<file path="src/rtl/hib_wake_pkg.sv">
package hib_wake_pkg;
    typedef enum logic [1:0] {
        ST_RUN  = 2'd0,
        ST_HIB  = 2'd1,
        ST_FILT = 2'd2,
        ST_HOLD = 2'd3
    } hib_state_e;

    localparam logic [1:0] SEL_CMD  = 2'd0;
    localparam logic [1:0] SEL_FILT = 2'd1;
    localparam logic [1:0] SEL_HOLD = 2'd2;

    localparam int GRAN_BITS = 5;
endpackage

</file>
<file path="src/rtl/hib_sync.sv">
module hib_sync #(
    parameter int STAGES = 2
) (
    input  logic clk,
    input  logic rst_n,
    input  logic async_in,
    output logic sync_out
);
    logic [STAGES-1:0] sh_d, sh_q;

    always_comb begin
        sh_d = {sh_q[STAGES-2:0], async_in};
    end

    always_ff @(posedge clk or negedge rst_n) begin
        if (!rst_n) sh_q <= '0;
        else        sh_q <= sh_d;
    end

    assign sync_out = sh_q[STAGES-1];
endmodule

</file>
<file path="src/rtl/hib_cfg.sv">
module hib_cfg
    import hib_wake_pkg::*;
#(
    parameter int                DATA_W    = 16,
    parameter int                FILT_W    = 16,
    parameter int                HOLD_W    = 12,
    parameter logic [FILT_W-1:0] FILT_INIT = 16'h07A0,
    parameter logic [HOLD_W-1:0] HOLD_INIT = 12'hCC0
) (
    input  logic              clk,
    input  logic              rst_n,
    input  logic              wr_en,
    input  logic [1:0]        wr_sel,
    input  logic [DATA_W-1:0] wr_data,
    output logic              hib_req,
    output logic [FILT_W-1:0] filt_ticks,
    output logic [HOLD_W-1:0] hold_ticks
);
    localparam logic [FILT_W-1:0] FILT_MASK = ~FILT_W'((1 << GRAN_BITS) - 1);
    localparam logic [HOLD_W-1:0] HOLD_MASK = ~HOLD_W'((1 << GRAN_BITS) - 1);

    typedef struct packed {
        logic [FILT_W-1:0] filt;
        logic [HOLD_W-1:0] hold;
    } cfg_t;

    cfg_t cfg_d, cfg_q;

    always_comb begin
        cfg_d   = cfg_q;
        hib_req = 1'b0;
        if (wr_en) begin
            case (wr_sel)
                SEL_CMD:  hib_req    = wr_data[0];
                SEL_FILT: cfg_d.filt = wr_data[FILT_W-1:0] & FILT_MASK;
                SEL_HOLD: cfg_d.hold = wr_data[HOLD_W-1:0] & HOLD_MASK;
                default:  ;
            endcase
        end
    end

    always_ff @(posedge clk or negedge rst_n) begin
        if (!rst_n) cfg_q <= '{filt: FILT_INIT & FILT_MASK, hold: HOLD_INIT & HOLD_MASK};
        else        cfg_q <= cfg_d;
    end

    assign filt_ticks = cfg_q.filt;
    assign hold_ticks = cfg_q.hold;
endmodule

</file>
<file path="src/rtl/hib_fsm.sv">
module hib_fsm
    import hib_wake_pkg::*;
#(
    parameter int CNT_W = 16
) (
    input  logic             clk,
    input  logic             rst_n,
    input  logic             hib_req,
    input  logic             wake_s,
    input  logic [CNT_W-1:0] filt_lim,
    input  logic [CNT_W-1:0] hold_lim,
    output logic             pwr_en,
    output logic             sys_rst_n
);
    typedef struct packed {
        hib_state_e       st;
        logic [CNT_W-1:0] cnt;
        logic             pwr;
        logic             rstn;
    } fsm_t;

    fsm_t s_d, s_q;

    always_comb begin
        s_d = s_q;
        case (s_q.st)
            ST_RUN: begin
                if (hib_req) begin
                    s_d.st  = ST_HIB;
                    s_d.cnt = '0;
                end
            end
            ST_HIB: begin
                if (wake_s) begin
                    s_d.st  = ST_FILT;
                    s_d.cnt = '0;
                end
            end
            ST_FILT: begin
                if (!wake_s) begin
                    s_d.st  = ST_HIB;
                    s_d.cnt = '0;
                end else if (s_q.cnt >= filt_lim) begin
                    s_d.st  = ST_HOLD;
                    s_d.cnt = '0;
                end else begin
                    s_d.cnt = s_q.cnt + CNT_W'(1);
                end
            end
            ST_HOLD: begin
                if (s_q.cnt >= hold_lim) begin
                    s_d.st  = ST_RUN;
                    s_d.cnt = '0;
                end else begin
                    s_d.cnt = s_q.cnt + CNT_W'(1);
                end
            end
            default: begin
                s_d.st  = ST_RUN;
                s_d.cnt = '0;
            end
        endcase
        s_d.pwr  = (s_d.st == ST_RUN) || (s_d.st == ST_HOLD);
        s_d.rstn = (s_d.st != ST_HOLD);
    end

    always_ff @(posedge clk or negedge rst_n) begin
        if (!rst_n) s_q <= '{st: ST_RUN, cnt: '0, pwr: 1'b1, rstn: 1'b1};
        else        s_q <= s_d;
    end

    assign pwr_en    = s_q.pwr;
    assign sys_rst_n = s_q.rstn;
endmodule

</file>
<file path="src/rtl/hib_wake_ctrl.sv">
module hib_wake_ctrl
    import hib_wake_pkg::*;
#(
    parameter int DATA_W      = 16,
    parameter int FILT_W      = 16,
    parameter int HOLD_W      = 12,
    parameter int SYNC_STAGES = 2
) (
    input  logic              clk,
    input  logic              rst_n,
    input  logic              wr_en,
    input  logic [1:0]        wr_sel,
    input  logic [DATA_W-1:0] wr_data,
    input  logic              wake_pin,
    output logic              pwr_en,
    output logic              sys_rst_n
);
    localparam int CNT_W = (FILT_W > HOLD_W) ? FILT_W : HOLD_W;

    logic              wake_s;
    logic              hib_req;
    logic [FILT_W-1:0] filt_ticks;
    logic [HOLD_W-1:0] hold_ticks;

    hib_sync #(.STAGES(SYNC_STAGES)) u_sync (
        .clk      (clk),
        .rst_n    (rst_n),
        .async_in (wake_pin),
        .sync_out (wake_s)
    );

    hib_cfg #(.DATA_W(DATA_W), .FILT_W(FILT_W), .HOLD_W(HOLD_W)) u_cfg (
        .clk        (clk),
        .rst_n      (rst_n),
        .wr_en      (wr_en),
        .wr_sel     (wr_sel),
        .wr_data    (wr_data),
        .hib_req    (hib_req),
        .filt_ticks (filt_ticks),
        .hold_ticks (hold_ticks)
    );

    hib_fsm #(.CNT_W(CNT_W)) u_fsm (
        .clk       (clk),
        .rst_n     (rst_n),
        .hib_req   (hib_req),
        .wake_s    (wake_s),
        .filt_lim  (CNT_W'(filt_ticks)),
        .hold_lim  (CNT_W'(hold_ticks)),
        .pwr_en    (pwr_en),
        .sys_rst_n (sys_rst_n)
    );
endmodule

</file>
<file path="config.mk">
export PLATFORM = sky130hd
export DESIGN_NAME = hib_wake_ctrl
export DESIGN_NICKNAME = d
export VERILOG_FILES = /design/src/rtl/hib_wake_pkg.sv /design/src/rtl/hib_sync.sv /design/src/rtl/hib_cfg.sv /design/src/rtl/hib_fsm.sv /design/src/rtl/hib_wake_ctrl.sv
export SDC_FILE = /design/constraint.sdc
export NUM_CORES = 1
export LEC_CHECK = 0
export ABC_AREA = 1
export BUFFER_PORTS_ARGS = -buffer_cell sky130_fd_sc_hd__buf_2
export CORE_MARGIN = 4
export CORE_UTILIZATION = 50
export CTS_CLUSTER_DIAMETER = 120
export CTS_CLUSTER_SIZE = 10
export DETAILED_ROUTE_END_ITERATION = 10
export GPL_TIMING_DRIVEN = 0
export HOLD_SLACK_MARGIN = 0.03
export PLACE_DENSITY = 0.78
export SYNTH_ARGS = -nofsm -noshare
export SYNTH_HDL_FRONTEND = slang
export SYNTH_SLANG_ARGS = --single-unit
export TNS_END_PERCENT = 20
</file>
<file path="constraint.sdc">
create_clock -name clk -period 2.35 [get_ports clk]
set_input_delay 0.1175 -clock clk [delete_from_list [all_inputs] [get_ports clk]]
set_output_delay 0.1175 -clock clk [all_outputs]
set_load 0.03 [all_outputs]
</file>
### Yosys cells after proc, flatten, opt, wreduce, memory -nomap -nowiden

Index checks and enable logic that the tools add are counted.

* $add $sub $neg: 1
* $lt $le $gt $ge: 2
* equal/unequal tests: 9
* multiplexer cells: 10
* reduce and logical (&&, ||, !) cells: 7

Operator list (count)
* $pmux 18 s4: 1
* $mux 18: 3
* $mux 16: 2
* $add 16x1->16 const B: 1
* $ge 16x12->1: 1
* $ge 16x16->1: 1
* $eq 2x2->1 const B: 4
* $logic_not 2->1: 3
* $ne 2x2->1 const B: 3
* $reduce_and 2->1: 3
* $eq 2x1->1 const B: 2
* $mux 2: 2
* $mux 1: 2
* $logic_or 1x1->1: 1

* register bits: 40
* input port bits: 22
* output and inout bits: 2
* word-level logic and storage cells: 36

### Longest topological paths before layout

* depth after elaboration: 7
* mapped depth: 13
* depth with buffers taken out: 13

### By module

From an unflattened synthesis, not the netlist that was laid out.

* cells, all modules: 400
* area, all modules: 3016.6 um^2

Modules (own cells, without submodules)
* hib_fsm: instances 1, cells each 301, area an instance 2078.2 um^2, seq. area each 503.0 um^2
* hib_cfg: instances 1, cells each 96, area an instance 884.6 um^2, seq. area each 461.7 um^2
* hib_sync: instances 1, cells each 2, area an instance 50.0 um^2, seq. area each 50.0 um^2
* hib_wake_ctrl: instances 1, cells each 1, area an instance 3.8 um^2, seq. area each 0.0 um^2

### Worst setup path after synthesis

No wires, ideal clock.

* path kind: reg2reg
* from: reg u_cfg.cfg_q, in the netlist u_cfg.hold_ticks[11]
* to: reg u_fsm.s_q, in the netlist u_fsm.pwr_en
* setup time: 0.058 ns
* arrival time: 1.811 ns
* setup slack: 0.481 ns
* stages on the path, launching flop included: 14
* path buffers: 0
* period minus slack after synthesis: 1.869 ns
* cells stage by stage: dfstp_2 -> inv_1 -> ha_1 -> nand2_1 -> inv_1 -> nand2_1 -> nand3_1 -> nor2_1 -> nand2_2 -> nor2_4 -> nand3_1 -> nand3_1 -> ha_1 -> inv_1

RTL lines
* from (decl): RTL line hib_cfg.sv:27 `cfg_t cfg_d, cfg_q;`
* from (signal assigned): RTL line hib_cfg.sv:43 `if (!rst_n) cfg_q <= '{filt: FILT_INIT & FILT_MASK, hold: HOLD_INIT & HOLD_MASK};`
* from (signal assigned): RTL line hib_cfg.sv:44 `else cfg_q <= cfg_d;`
* to (signal assigned): RTL line hib_fsm.sv:68 `if (!rst_n) s_q <= '{st: ST_RUN, cnt: '0, pwr: 1'b1, rstn: 1'b1};`
* to (decl): RTL line hib_fsm.sv:22 `fsm_t s_d, s_q;`

==> out/metrics.yaml <==
status: "complete, no violations"
antenna_found_initial: 0
min_period_over_period: 0.8825
routabilityCongestion: 0.8840
fin_setup_tns_ps: 0
min_path_type: "input pin to flip-flop"
rr_endpoint: "u_fsm.pwr_en"
slowest_delay_ps: 530
port_buffers: 19
rows: 26
cts_buffer_depth: 2
ant_nets: 0
slew_violations: 0
syn-num-nets: 424
ff2ff_setup_slack_ps: 280
dpl.hpwl_um: 4641
whs_path_depth: 3
cp-start-kind: "flip-flop"
cts.repair.resized: 0
clkTransAtPathRegs_ps: 80
cp.required_ps: 2580
ys_warn_count: 0
drv_cap: 0
synth-adder-area-share: 0.09400
fmax_mhz: 482.2
wl_per_cell_um: 13.21
n_fill_cell: 503
p_per_area_mw_per_mm2: 637.0
crit_buf_inv: 3
drt_drc_violations_left: 0
cp-startpoint: "u_cfg.hold_ticks[11]"
die_height_um: 82.77
multi_input_area_mm2: 0.001455
cts_root_buf: "clkbuf_8"
setup_violations: 0
crit_type: "flip-flop to flip-flop"
syn_avg_cell_area_um2: 7.336
grt_max_degree: 41
tightest_slew_ps: 890.2
path_cells: "inv_1 > ha_1 > nand2_1 > inv_1 > nand2_1 > nand3_1 > nor2_1 > nand2_2 > nor2_4 > nand3_1 > nand3_1 > ha_1 > inv_1"
synth_top_area_share: 0.2596
overflow: 0
crit_slowest_cell: "dfstp_2"
cts_max_level: 2
period_needed_ps: 2074
cts_tree: "built"
relSlewSlack: 0.4066
yosys.area_share.simple: 0.3563
regArea_mm2: 0.001015
power.switching_w: 0.0007034
clkPwrFrac: 0.253
synthTopCellsByArea: "dfrtp_1 26%, nand2_1 13%, dfstp_2 10%"
ir_drop_uv: 440.0
synth.largest_area_cell: "dfrtp_1"
crit_arrival_ps: 2310
die_w_um: 82.77
num_vias: 2544
final_nets: 452
area_growth_pct: 10.83
cp_top_family: "simple AND/OR/NAND/NOR gates"
grt_pass1_vias: 2457
synth-xor-area-share: 0.02820
drt_first_pass_iters: 5
gr-usage-all-layers: 0.2078
io_pins: 24
avgViaCountPerCell: 5.300
synth_cells: 381
crit_fanout: 5
hold_violations: 0
grt_pass1_wl_um: 11050
numCtsBuffers: 5
finClkSkew_ps: 10.36
synth_compound_area_frac: 0.04208
ys_ff_latch: 40
postCtsSetupBuffers: 0
synth.distinct_cells: 24
endpoint_kind: "flip-flop"
swShare: 0.3564
dieArea_mm2: 0.006851
start_util: 0.5304
antennaDiodeCount: 0
power.total_w: 0.001973
drt-initial-drc-count: 223
clock_sinks: 40
ys_seq_area_frac: 0.3630
cp.depth: 13
drt-total-wl_um: 6341
p_leak_nw: 1.674
seq_power_share: 0.444
r2r_cells: 13
intPower_w: 0.001270
synth_top_family_by_area: "simple AND/OR/NAND/NOR gates"
clock_latency_ps: 290
synthesis.area_mm2: 0.002795
drive_gt1_frac: 0.1537
crit_end: "u_fsm.pwr_en"
rsz0062_at_grt: "no"
synth.area.mux_share: 0
pwr-share-comb: 0.303
regToRegStartpoint: "u_cfg.hold_ticks[11]"
core_area_mm2: 0.005270
[worst register-to-register path, cell delays in order, from the launching register on]
cell	delay [ps]
dfstp_2	530
inv_1	40
ha_1	320
nand2_1	100
inv_1	40
nand2_1	80
nand3_1	70
nor2_1	130
nand2_2	90
nor2_4	150
nand3_1	110
nand3_1	90
ha_1	220
inv_1	60
[worst min-delay path by stage]
stage                            to        start  slack (ps)
3_5_place_dp         u_sync.sh_q[0]     wake_pin         230
2_1_floorplan  u_cfg.filt_ticks[11]        rst_n        -180
6_report       u_cfg.filt_ticks[10]  wr_data[10]          50
5_1_grt         u_cfg.filt_ticks[9]   wr_data[9]          60
4_1_cts         u_cfg.filt_ticks[9]   wr_data[9]          50
3_3_place_gp         u_sync.sh_q[0]     wake_pin         230
[power by group through the flow]
stage | registers, W | logic, W | clock network [W]
after global placement | 0.000883 | 0.000566 | 0
after detailed placement | 0.000887 | 0.000587 | 0
after CTS | 0.000875 | 0.000592 | 0.000514
final | 0.000876 | 0.000598 | 0.000500
after floorplan | 0.000890 | 0.000409 | 0
after global routing | 0.000890 | 0.000677 | 0.000558
[cell usage in the layout, fill, tap and decap left out, types with 7 or more instances in the layout]
cell	instances
a21oi_1	8
buf_2	21
clkbuf_8	7
dfrtp_1	29
dfstp_2	11
ha_1	21
inv_1	62
nand2_1	95
nand3_1	43
nand4_1	27
nor2_1	29
nor2_2	7
o21ai_0	14
xor2_1	8
[state kept, by name, summed over array words and instances, names as in the netlist]
| signal | cells |
|---|---|
| u_cfg.filt_ticks | 11 |
| u_fsm.s_q | 18 |
| u_fsm.pwr_en | 1 |
| u_cfg.hold_ticks | 7 |
| u_sync.sh_q | 2 |
| u_fsm.sys_rst_n | 1 |
[area by class of cell]
cell class              instances  share of cell area
well taps                      70             0.02827
clock buffers                   8             0.03231
flip-flops and latches         40              0.3275
repair buffers                 21             0.03716
plain buffers                  12             0.02868
inverters                      63             0.07633
multi-input cells             266              0.4697
[logic make-up (layout without fill, tap and decap cells)]
kind of cell               count (synthesis)  count (layout)
adders and majority gates                 21              21
DFF                                       40              40
xor gates and xnor gates                   9               9
and+or+nand+nor                          213             213
AOI/OAI and AO/OA                         23              23
buffers and inverters                     75             104
[what timing repair did]
action / 4_1_cts / 5_1_grt
hold buffers: 2 / 0
endpoints found under the setup margin: 0 / 0
hold endpoints to repair: 30 / 0
[layer usage]
| metal | part of all wire | track usage | routed length (µm) | vias up |
|---|---|---|---|---|
| li1 | - | - | - | 1271 |
| met1 | 0.46 | 0.2804 | 2911 | 1177 |
| met2 | 0.47 | 0.3421 | 2954 | 89 |
| met3 | 0.065 | 0.03564 | 412 | 7 |
| met4 | 0.0096 | 0.06046 | 61 | 0 |
| met5 | 0 | 0 | 0 | - |
[cells in the mapped netlist]
cell type / number
dfstp_2: 11
o21bai_1: 1
o21ai_0: 14
buf_6: 4
ha_1: 21
a21oi_1: 8
inv_1: 62
and2_1: 1
nand2_4: 1
nand4_1: 27
xor2_1: 8
nor2_1: 29
nand2_2: 4
buf_2: 2
dfrtp_1: 29
clkbuf_1: 3
nand3b_1: 2
buf_4: 3
nor2_2: 7
nand3_1: 43
nand2_1: 95
inv_2: 1
nor2_4: 4
xnor2_1: 1
[through the flow]
stage | hold WS, ps | worst slack, ps | instance area, µm² | std cells | utilization
floorplan | -178.1 | 480.5 | 2795 | 381 | -
global placement | 226.4 | 346.5 | 2978 | 470 | 0.5651
detailed placement | 227.3 | 299.0 | 2978 | 470 | 0.5651
CTS | 50.04 | 279.8 | 3098 | 480 | 0.5878
global route | 60.48 | 128.9 | 3098 | 480 | 0.5878
finish | 48.53 | 276.2 | 3098 | 480 | 0.5878
Power figures use the tool's default switching activity.
